### config.mk
export PLATFORM = sky130hd
export DESIGN_NAME = octal_trim_regs
export DESIGN_NICKNAME = d
export VERILOG_FILES = /design/src/rtl/otr_pkg.sv /design/src/rtl/otr_sync.sv /design/src/rtl/otr_frame.sv /design/src/rtl/otr_latches.sv /design/src/rtl/octal_trim_regs.sv
export SDC_FILE = /design/constraint.sdc
export NUM_CORES = 1
export LEC_CHECK = 0
export BUFFER_PORTS_ARGS = -buffer_cell sky130_fd_sc_hd__clkbuf_2
export CAP_MARGIN = 20
export CORE_MARGIN = 2
export CORE_UTILIZATION = 50
export CTS_BUF_LIST = sky130_fd_sc_hd__clkbuf_4
export DETAILED_ROUTE_END_ITERATION = 12
export PLACE_DENSITY = 0.78
export SKIP_LAST_GASP = 1
export SYNTH_ARGS = -nofsm -noshare
export SYNTH_HDL_FRONTEND = slang
export SYNTH_SLANG_ARGS = --single-unit
### constraint.sdc
create_clock -name clk -period 1.5 [get_ports clk]
set_clock_uncertainty 0.15 [all_clocks]
set_input_delay 0.15 -clock clk [delete_from_list [all_inputs] [get_ports clk]]
set_output_delay 0.15 -clock clk [all_outputs]
set_load 0.03 [all_outputs]
### src/rtl/otr_pkg.sv
package otr_pkg;

    typedef enum logic [1:0] {
        FS_IDLE   = 2'd0,
        FS_SHIFT  = 2'd1,
        FS_COMMIT = 2'd2
    } frame_state_e;

endpackage

### src/rtl/otr_sync.sv
module otr_sync #(
    parameter int            WIDTH   = 3,
    parameter int            STAGES  = 2,
    parameter logic [2:0]    RST_VAL = 3'b001
) (
    input  logic             clk,
    input  logic             rst_n,
    input  logic [WIDTH-1:0] din,
    output logic [WIDTH-1:0] dout
);

    logic [WIDTH-1:0] pipe_q [STAGES];

    always_ff @(posedge clk or negedge rst_n) begin
        if (!rst_n) begin
            pipe_q[0] <= RST_VAL[WIDTH-1:0];
        end else begin
            pipe_q[0] <= din;
        end
    end

    for (genvar s = 1; s < STAGES; s++) begin : g_stage
        always_ff @(posedge clk or negedge rst_n) begin
            if (!rst_n) begin
                pipe_q[s] <= RST_VAL[WIDTH-1:0];
            end else begin
                pipe_q[s] <= pipe_q[s-1];
            end
        end
    end

    assign dout = pipe_q[STAGES-1];

endmodule

### src/rtl/otr_frame.sv
module otr_frame
    import otr_pkg::*;
#(
    parameter int ADDR_W = 3,
    parameter int CODE_W = 8
) (
    input  logic              clk,
    input  logic              rst_n,
    input  logic              sel_n_s,
    input  logic              sclk_s,
    input  logic              sdata_s,
    output logic              wr_en,
    output logic [ADDR_W-1:0] wr_addr,
    output logic [CODE_W-1:0] wr_data
);

    localparam int WORD_W = ADDR_W + CODE_W;
    localparam int CNT_W  = $clog2(WORD_W + 1);
    localparam logic [CNT_W-1:0] FULL_CNT = CNT_W'(WORD_W);

    frame_state_e      state_q, state_d;
    logic              sclk_q;
    logic              sclk_rise;
    logic [WORD_W-1:0] shreg_q;
    logic [CNT_W-1:0]  cnt_q;

    assign sclk_rise = sclk_s & ~sclk_q;

    // State register
    always_ff @(posedge clk or negedge rst_n) begin
        if (!rst_n) begin
            state_q <= FS_IDLE;
        end else begin
            state_q <= state_d;
        end
    end

    // Shift register, bit counter and edge history
    always_ff @(posedge clk or negedge rst_n) begin
        if (!rst_n) begin
            sclk_q  <= 1'b0;
            shreg_q <= '0;
            cnt_q   <= '0;
        end else begin
            sclk_q <= sclk_s;
            if (state_q == FS_IDLE) begin
                cnt_q <= '0;
            end else if (state_q == FS_SHIFT && sclk_rise && !sel_n_s) begin
                shreg_q <= {shreg_q[WORD_W-2:0], sdata_s};
                if (cnt_q != FULL_CNT) begin
                    cnt_q <= cnt_q + 1'b1;
                end
            end
        end
    end

    // Next state and outputs
    always_comb begin
        state_d = state_q;
        wr_en   = 1'b0;
        unique case (state_q)
            FS_IDLE: begin
                if (!sel_n_s) begin
                    state_d = FS_SHIFT;
                end
            end
            FS_SHIFT: begin
                if (sel_n_s) begin
                    state_d = (cnt_q == FULL_CNT) ? FS_COMMIT : FS_IDLE;
                end
            end
            FS_COMMIT: begin
                wr_en   = 1'b1;
                state_d = FS_IDLE;
            end
            default: begin
                state_d = FS_IDLE;
            end
        endcase
    end

    assign wr_addr = shreg_q[WORD_W-1 -: ADDR_W];
    assign wr_data = shreg_q[CODE_W-1:0];


    commit_full_count_chk: assert property (@(posedge clk) disable iff (!rst_n)
        (state_q == FS_COMMIT) |-> (cnt_q == FULL_CNT));


    commit_after_release_chk: assert property (@(posedge clk) disable iff (!rst_n)
        (state_q == FS_COMMIT) |-> $past(sel_n_s));


    commit_single_cycle_chk: assert property (@(posedge clk) disable iff (!rst_n)
        (state_q == FS_COMMIT) |=> (state_q == FS_IDLE));


    count_bound_chk: assert property (@(posedge clk) disable iff (!rst_n)
        cnt_q <= FULL_CNT);

endmodule

### src/rtl/otr_latches.sv
module otr_latches #(
    parameter int CH_N   = 8,
    parameter int ADDR_W = 3,
    parameter int CODE_W = 8
) (
    input  logic                     clk,
    input  logic                     rst_n,
    input  logic                     wr_en,
    input  logic [ADDR_W-1:0]        wr_addr,
    input  logic [CODE_W-1:0]        wr_data,
    output logic [CH_N*CODE_W-1:0]   codes
);

    localparam logic [CODE_W-1:0] MID_CODE = CODE_W'(1) << (CODE_W - 1);

    logic [CH_N-1:0]   hit;
    logic [CODE_W-1:0] code_q [CH_N];

    for (genvar i = 0; i < CH_N; i++) begin : g_ch
        assign hit[i] = wr_en && (wr_addr == ADDR_W'(i));

        always_ff @(posedge clk or negedge rst_n) begin
            if (!rst_n) begin
                code_q[i] <= MID_CODE;
            end else if (hit[i]) begin
                code_q[i] <= wr_data;
            end
        end

        assign codes[i*CODE_W +: CODE_W] = code_q[i];


        untouched_stable_chk: assert property (@(posedge clk) disable iff (!rst_n)
            !hit[i] |=> $stable(codes[i*CODE_W +: CODE_W]));


        hit_loads_code_chk: assert property (@(posedge clk) disable iff (!rst_n)
            hit[i] |=> (codes[i*CODE_W +: CODE_W] == $past(wr_data)));
    end


    single_target_chk: assert property (@(posedge clk) disable iff (!rst_n)
        $onehot0(hit));

endmodule

### src/rtl/octal_trim_regs.sv
module octal_trim_regs #(
    parameter int CH_N      = 8,
    parameter int CODE_W    = 8,
    parameter int SYNC_STG  = 2
) (
    input  logic                    clk,
    input  logic                    preset_n,
    input  logic                    sel_n,
    input  logic                    sclk,
    input  logic                    sdata,
    input  logic                    shutdown,
    output logic [CH_N*CODE_W-1:0]  chan_code,
    output logic [CH_N-1:0]         chan_on
);

    localparam int ADDR_W = $clog2(CH_N);
    localparam logic [CODE_W-1:0] MID_CODE = CODE_W'(1) << (CODE_W - 1);

    logic [2:0]        pins_s;
    logic              wr_en;
    logic [ADDR_W-1:0] wr_addr;
    logic [CODE_W-1:0] wr_data;

    otr_sync #(
        .WIDTH  (3),
        .STAGES (SYNC_STG),
        .RST_VAL(3'b001)
    ) u_sync (
        .clk  (clk),
        .rst_n(preset_n),
        .din  ({sdata, sclk, sel_n}),
        .dout (pins_s)
    );

    otr_frame #(
        .ADDR_W(ADDR_W),
        .CODE_W(CODE_W)
    ) u_frame (
        .clk    (clk),
        .rst_n  (preset_n),
        .sel_n_s(pins_s[0]),
        .sclk_s (pins_s[1]),
        .sdata_s(pins_s[2]),
        .wr_en  (wr_en),
        .wr_addr(wr_addr),
        .wr_data(wr_data)
    );

    otr_latches #(
        .CH_N  (CH_N),
        .ADDR_W(ADDR_W),
        .CODE_W(CODE_W)
    ) u_latches (
        .clk    (clk),
        .rst_n  (preset_n),
        .wr_en  (wr_en),
        .wr_addr(wr_addr),
        .wr_data(wr_data),
        .codes  (chan_code)
    );

    assign chan_on = {CH_N{~shutdown}};


    shutdown_hold_chk: assert property (@(posedge clk) disable iff (!preset_n)
        (shutdown && !wr_en) |=> $stable(chan_code));


    preset_mid_chk: assert property (@(posedge clk)
        !preset_n |=> (!preset_n -> (chan_code == {CH_N{MID_CODE}})));

endmodule

# After elaboration in Yosys (flattened, before gate mapping)
# Cells that the tools add are included.
# totals
register_bits	88
inputBits	6
output_inout_bits	72
# classes
add_sub_neg	1
n_eq_ne	13
n_mux	8
bitwise_logic	4
reduce_logical	18
# op_table
op	count
$eq 3x3->1 const B	4
$mux 4	3
$logic_and 1x1->1	10
$eq 3x2->1 const B	2
$mux 2	3
$reduce_and 2->1	3
$add 4x1->4 const B	1
$eq 4x4->1 const B	1
$ne 2x2->1 const B	2
$ne 4x4->1 const B	1
$pmux 2 s2	1
$reduce_bool 2->1	2
$eq 3x1->1 const B	1
$logic_not 3->1	1
$not 1->1	3
$eq 2x1->1 const B	1
$eq 2x2->1 const B	1
$logic_not 2->1	1
$and 1x1->1	1
$logic_not 1->1	1
$mux 1	1

# Depth between registers and ports, before layout
# depth
word_depth	6
mapped_depth	5

# Hierarchy
# A second synthesis with hierarchy kept.
# hier_totals
cells_unflattened	211
area_unflattened_um2	3507.1
# by_module_without_submodules
module	instances	cells_each	area_each_um2	seq_area_each_um2
otr_latches	1	143	2462.4	1611.5
otr_frame	1	51	813.3	450.4
otr_sync	1	9	175.2	152.6
octal_trim_regs	1	8	56.3	0.0

# Worst setup path before layout
# No wires, ideal clock.
# synth_path
path_type	reg2reg
startpoint	register u_frame.state_q[1]
endpoint	register u_frame.shreg_q[10]
arrival_time_ns	1.377
setup_slack_ns	-0.152
path_stages_with_launch	5
cell_sequence	dfrtp_1 nand4bb_1 nor2_1 buf_4 mux2_2
# synth_via
elab_chain_len	4
elab_cells_between_ends	6
# synth_lines
element	line	source
start: declaration	otr_frame.sv:21	frame_state_e state_q, state_d;
start signal: assignment	otr_frame.sv:34	state_q <= state_d;
$eq 2x1->1	otr_frame.sv:48	end else if (state_q == FS_SHIFT && sclk_rise && !sel_n_s) begin
$logic_and 1x1->1 (2 in a row)	otr_frame.sv:48	
$reduce_and 2->1 (no source line) *	n/a	
end signal: assignment	otr_frame.sv:49	shreg_q <= {shreg_q[WORD_W-2:0], sdata_s};
end: declaration	otr_frame.sv:24	logic [WORD_W-1:0] shreg_q;
# Every way passes the cells marked *; elsewhere a longest branch is shown, timed or not.
# A chain may end at the register's enable or synchronous reset.

# Final worst setup path
# layout_path
startpoint	register u_frame.state_q[0]
endpoint	register u_latches.code_q (netlist bit u_latches.codes[48])
# layout_via
elab_chain_len	3
# layout_lines
element	line	source
$eq 2x2->1	otr_frame.sv:61	unique case (state_q)
$mux 1	otr_frame.sv:61	
$logic_and 1x1->1	otr_latches.sv:20	assign hit[i] = wr_en && (wr_addr == ADDR_W'(i));
end signal: indexed assignment	otr_latches.sv:26	code_q[i] <= wr_data;
end: declaration	otr_latches.sv:17	logic [CODE_W-1:0] code_q [CH_N];
# No other way between the ends.

==> impl_results.md <==
- Outcome: complete, but fails checks
- Failing checks: setup timing
- Initial antenna violation count: 0
- Worst Setup Start Kind: flip-flop
- Slew @ Worst Pin: 468 ps
- Seq cells post-synth: 88
- Placed Instances: 371
- Mapped Area: 3450 um^2
- Number of flops mapped to enable cells by yosys: 0
- Syn Nets: 224
- Critical path launch point: u_frame.state_q[0]$_DFFE_PN0P_
- Max clock buf depth: 2
- Core area: just under 7000 um^2
- Share of layout cells above drive strength 1: 0.703
- Post-layout net count: 318
- Hold Fails Final Rpt: 0
- RSZ-0062 raised after global routing: true
- Total GRT Usage: 0.186
- Gate Count Post-Synth: 217
- Static leakage: 2.40 nW
- Slew margin rel.: 0.688
- Top cells by area, synth: dfrtp_1 57%, mux2_2 24%, dfstp_2 7.6%, buf_4 1.7%, nor3b_4 1.6%
- CP arrival: 1780 ps
- Post-synth top flop: dfrtp_1
- Top-count cell post-synth: dfrtp_1
- 1st-iter DRT viols: between 60 and 70
- Worst vdd ir: 563 uV
- Later-pin clock latency in the skew report: 420 ps
- Clk sinks: around 90
- Chip Height: just under 90 um
- Crit Path Max Fanout: 8
- Drt first pass iters: 4
- Initial cell density of the core: 0.511
- First-pass GRT wire length: around 11000 um
- Count of non-filler cells in the finished layout: 396
- WP data required: 1660 ps
- Root Driver: clkbuf_4
- Largest net degree at the start of global routing: 89
- Total CTS buffers: 9
- Distinct cells, synth: 27
- Total power: 0.00417 W
- DRC viols: 0
- Setup crit end kind: flip-flop
- Syn Area/Cell: 15.9 um^2
- GR Overflow Total: 0
- CTS tree: built
- Row count: 30
- Register area share after synthesis: 0.641
- Syn. warnings: 0
- GPL Wtd Cong: 0.764
- Post-synth top cells: 78 x dfrtp_1, 75 x mux2_2, 10 x dfstp_2
- Highest clock rate: 0.617 GHz
- Maximum Capacitance Violations: 0
- H-tree levels: 3
- Die ar.: 7590 um^2
- # IOs: 78
- Port Buffers: 77
- Via count: 2068
- CP Class: reg -> reg
- HP Class: in -> async
- Final setup TNS: -5160 ps
- Antenna Nets Post-Route: 0
- Vias per cell: 5.22
- Layout area overhead: 30.5%
- Avg WL per Cell: ~17 um
- Share of flip-flops with an asynchronous set or reset: 1.00
- Final setup margin: -120 ps
- Setup violators final: between 60 and 70
- Post-route minimum period: roughly 1600 ps
- Max Transition Viols Final: 0
- Diode count: 0
- Worst r2r src: u_frame.state_q[0]$_DFFE_PN0P_
- Die X: about 87 um
- Post-synth top area cell: dfrtp_1
- Pwr dens: a little over 900 nW/um^2
- Dpl hpwl: around 4200 um
- DRT Wirelength: 6720 um
- Worst-path clk slew: approximately 130 ps
- Share of the synthesized area in the top cell type: 0.565
- Vias in the first global route: about 2100
- Final critical-path share of the clock period: 1.08
[worst paths after layout]
check | slack [ps] | endpoint | cells past startpoint
max | -120 | u_latches.codes[48]$_DFFE_PN0P_ | 4
min in group clk | 200 | u_sync.pipe_q[3]$_DFF_PN1_ | 2
max in group asynchronous | 660 | u_latches.codes[47]$_DFFE_PN1P_ | 3
min | 120 | u_sync.pipe_q[4]$_DFF_PN0_ | 3
min reg2reg | 220 | u_sync.dout[0]$_DFF_PN1_ | 0
max reg2reg | -120 | u_latches.codes[48]$_DFFE_PN0P_ | 4
[logic make-up after synthesis]
family	after synthesis	synth area share
flops	88	0.641
mux	78	0.253
simple gates	25	0.0594
buf+inv	23	0.0370
compound gates	2	0.00544
fa+ha+maj	1	0.00362
[layout by cell type, fill, tap and decap left out, drive strengths merged, types with 2 or more instances in the layout]
master       count
nor2             5
dfrtp           78
dlygate4sd3      4
nand3b           3
nor3b            3
nor3             2
dfstp           10
clkbuf          82
mux2i            3
nand2            5
buf             26
clkinvlp         2
clkinv           3
mux2            75
inv              4
[critical path, cell delays in order (launching register included)]
cell and delay (ps):
dfrtp_2 450, nand3b_4 210, nor3b_4 230, buf_12 170, mux2_4 300
[power by group]
group | switching [W] | leakage, nW | total (W) | internal [W]
clock | 0.000796 | 0.0700 | 0.00130 | 0.000508
combinational | 0.000105 | 1.17 | 0.000222 | 0.000117
sequential | 0.000201 | 1.16 | 0.00264 | 0.00244
total | 0.00110 | 2.40 | 0.00417 | 0.00306
[sequential cells by signal, summed over array words and instances (netlist names)]
register         cells
u_frame.cnt_q        4
u_frame.sclk_q       1
u_frame.shreg_q     11
u_frame.state_q      2
u_latches.codes     64
u_sync.dout          3
u_sync.pipe_q        3
[per-layer routing]
metal  track usage  vias up  wire (um)
li1              -      936          -
met1         0.263     1059       3110
met2         0.275       63       3150
met3        0.0398       10        353
met4        0.0909        0        104
met5             0        -          0
[metrics by stage]
stage                     area (um^2)   util  hold slack, ps  setup slack [ps]
after floorplan                  3540      -            -296              -118
after global placement           4090  0.606            72.4              -123
after detailed placement         4090  0.606            73.0              -176
after CTS                        4390  0.650             128              -133
after global routing             4510  0.667             156              -204
final                            4510  0.667             120              -120
[what timing repair did]
action                     CTS  global route
setup endpoints to repair   79            83
hold buffers                 4             0
resized for setup           27            28
buffers inserted             2             3
hold endpoints to repair    91             0
pin swaps                    2             7
gates cloned                 0             0
[cell type report]
class / count / area [um^2]
repair buffers: 103 / 689
inverters: 3 / 11.3
flip-flops and latches: 88 / 2220
multi-input cells: 106 / 1350
fillers: 493 / 2250
well taps: 80 / 100
clock inverters: 7 / 71.3
clock buffers: 9 / 67.6
No activity file was read; power rests on OpenSTA's default activity.
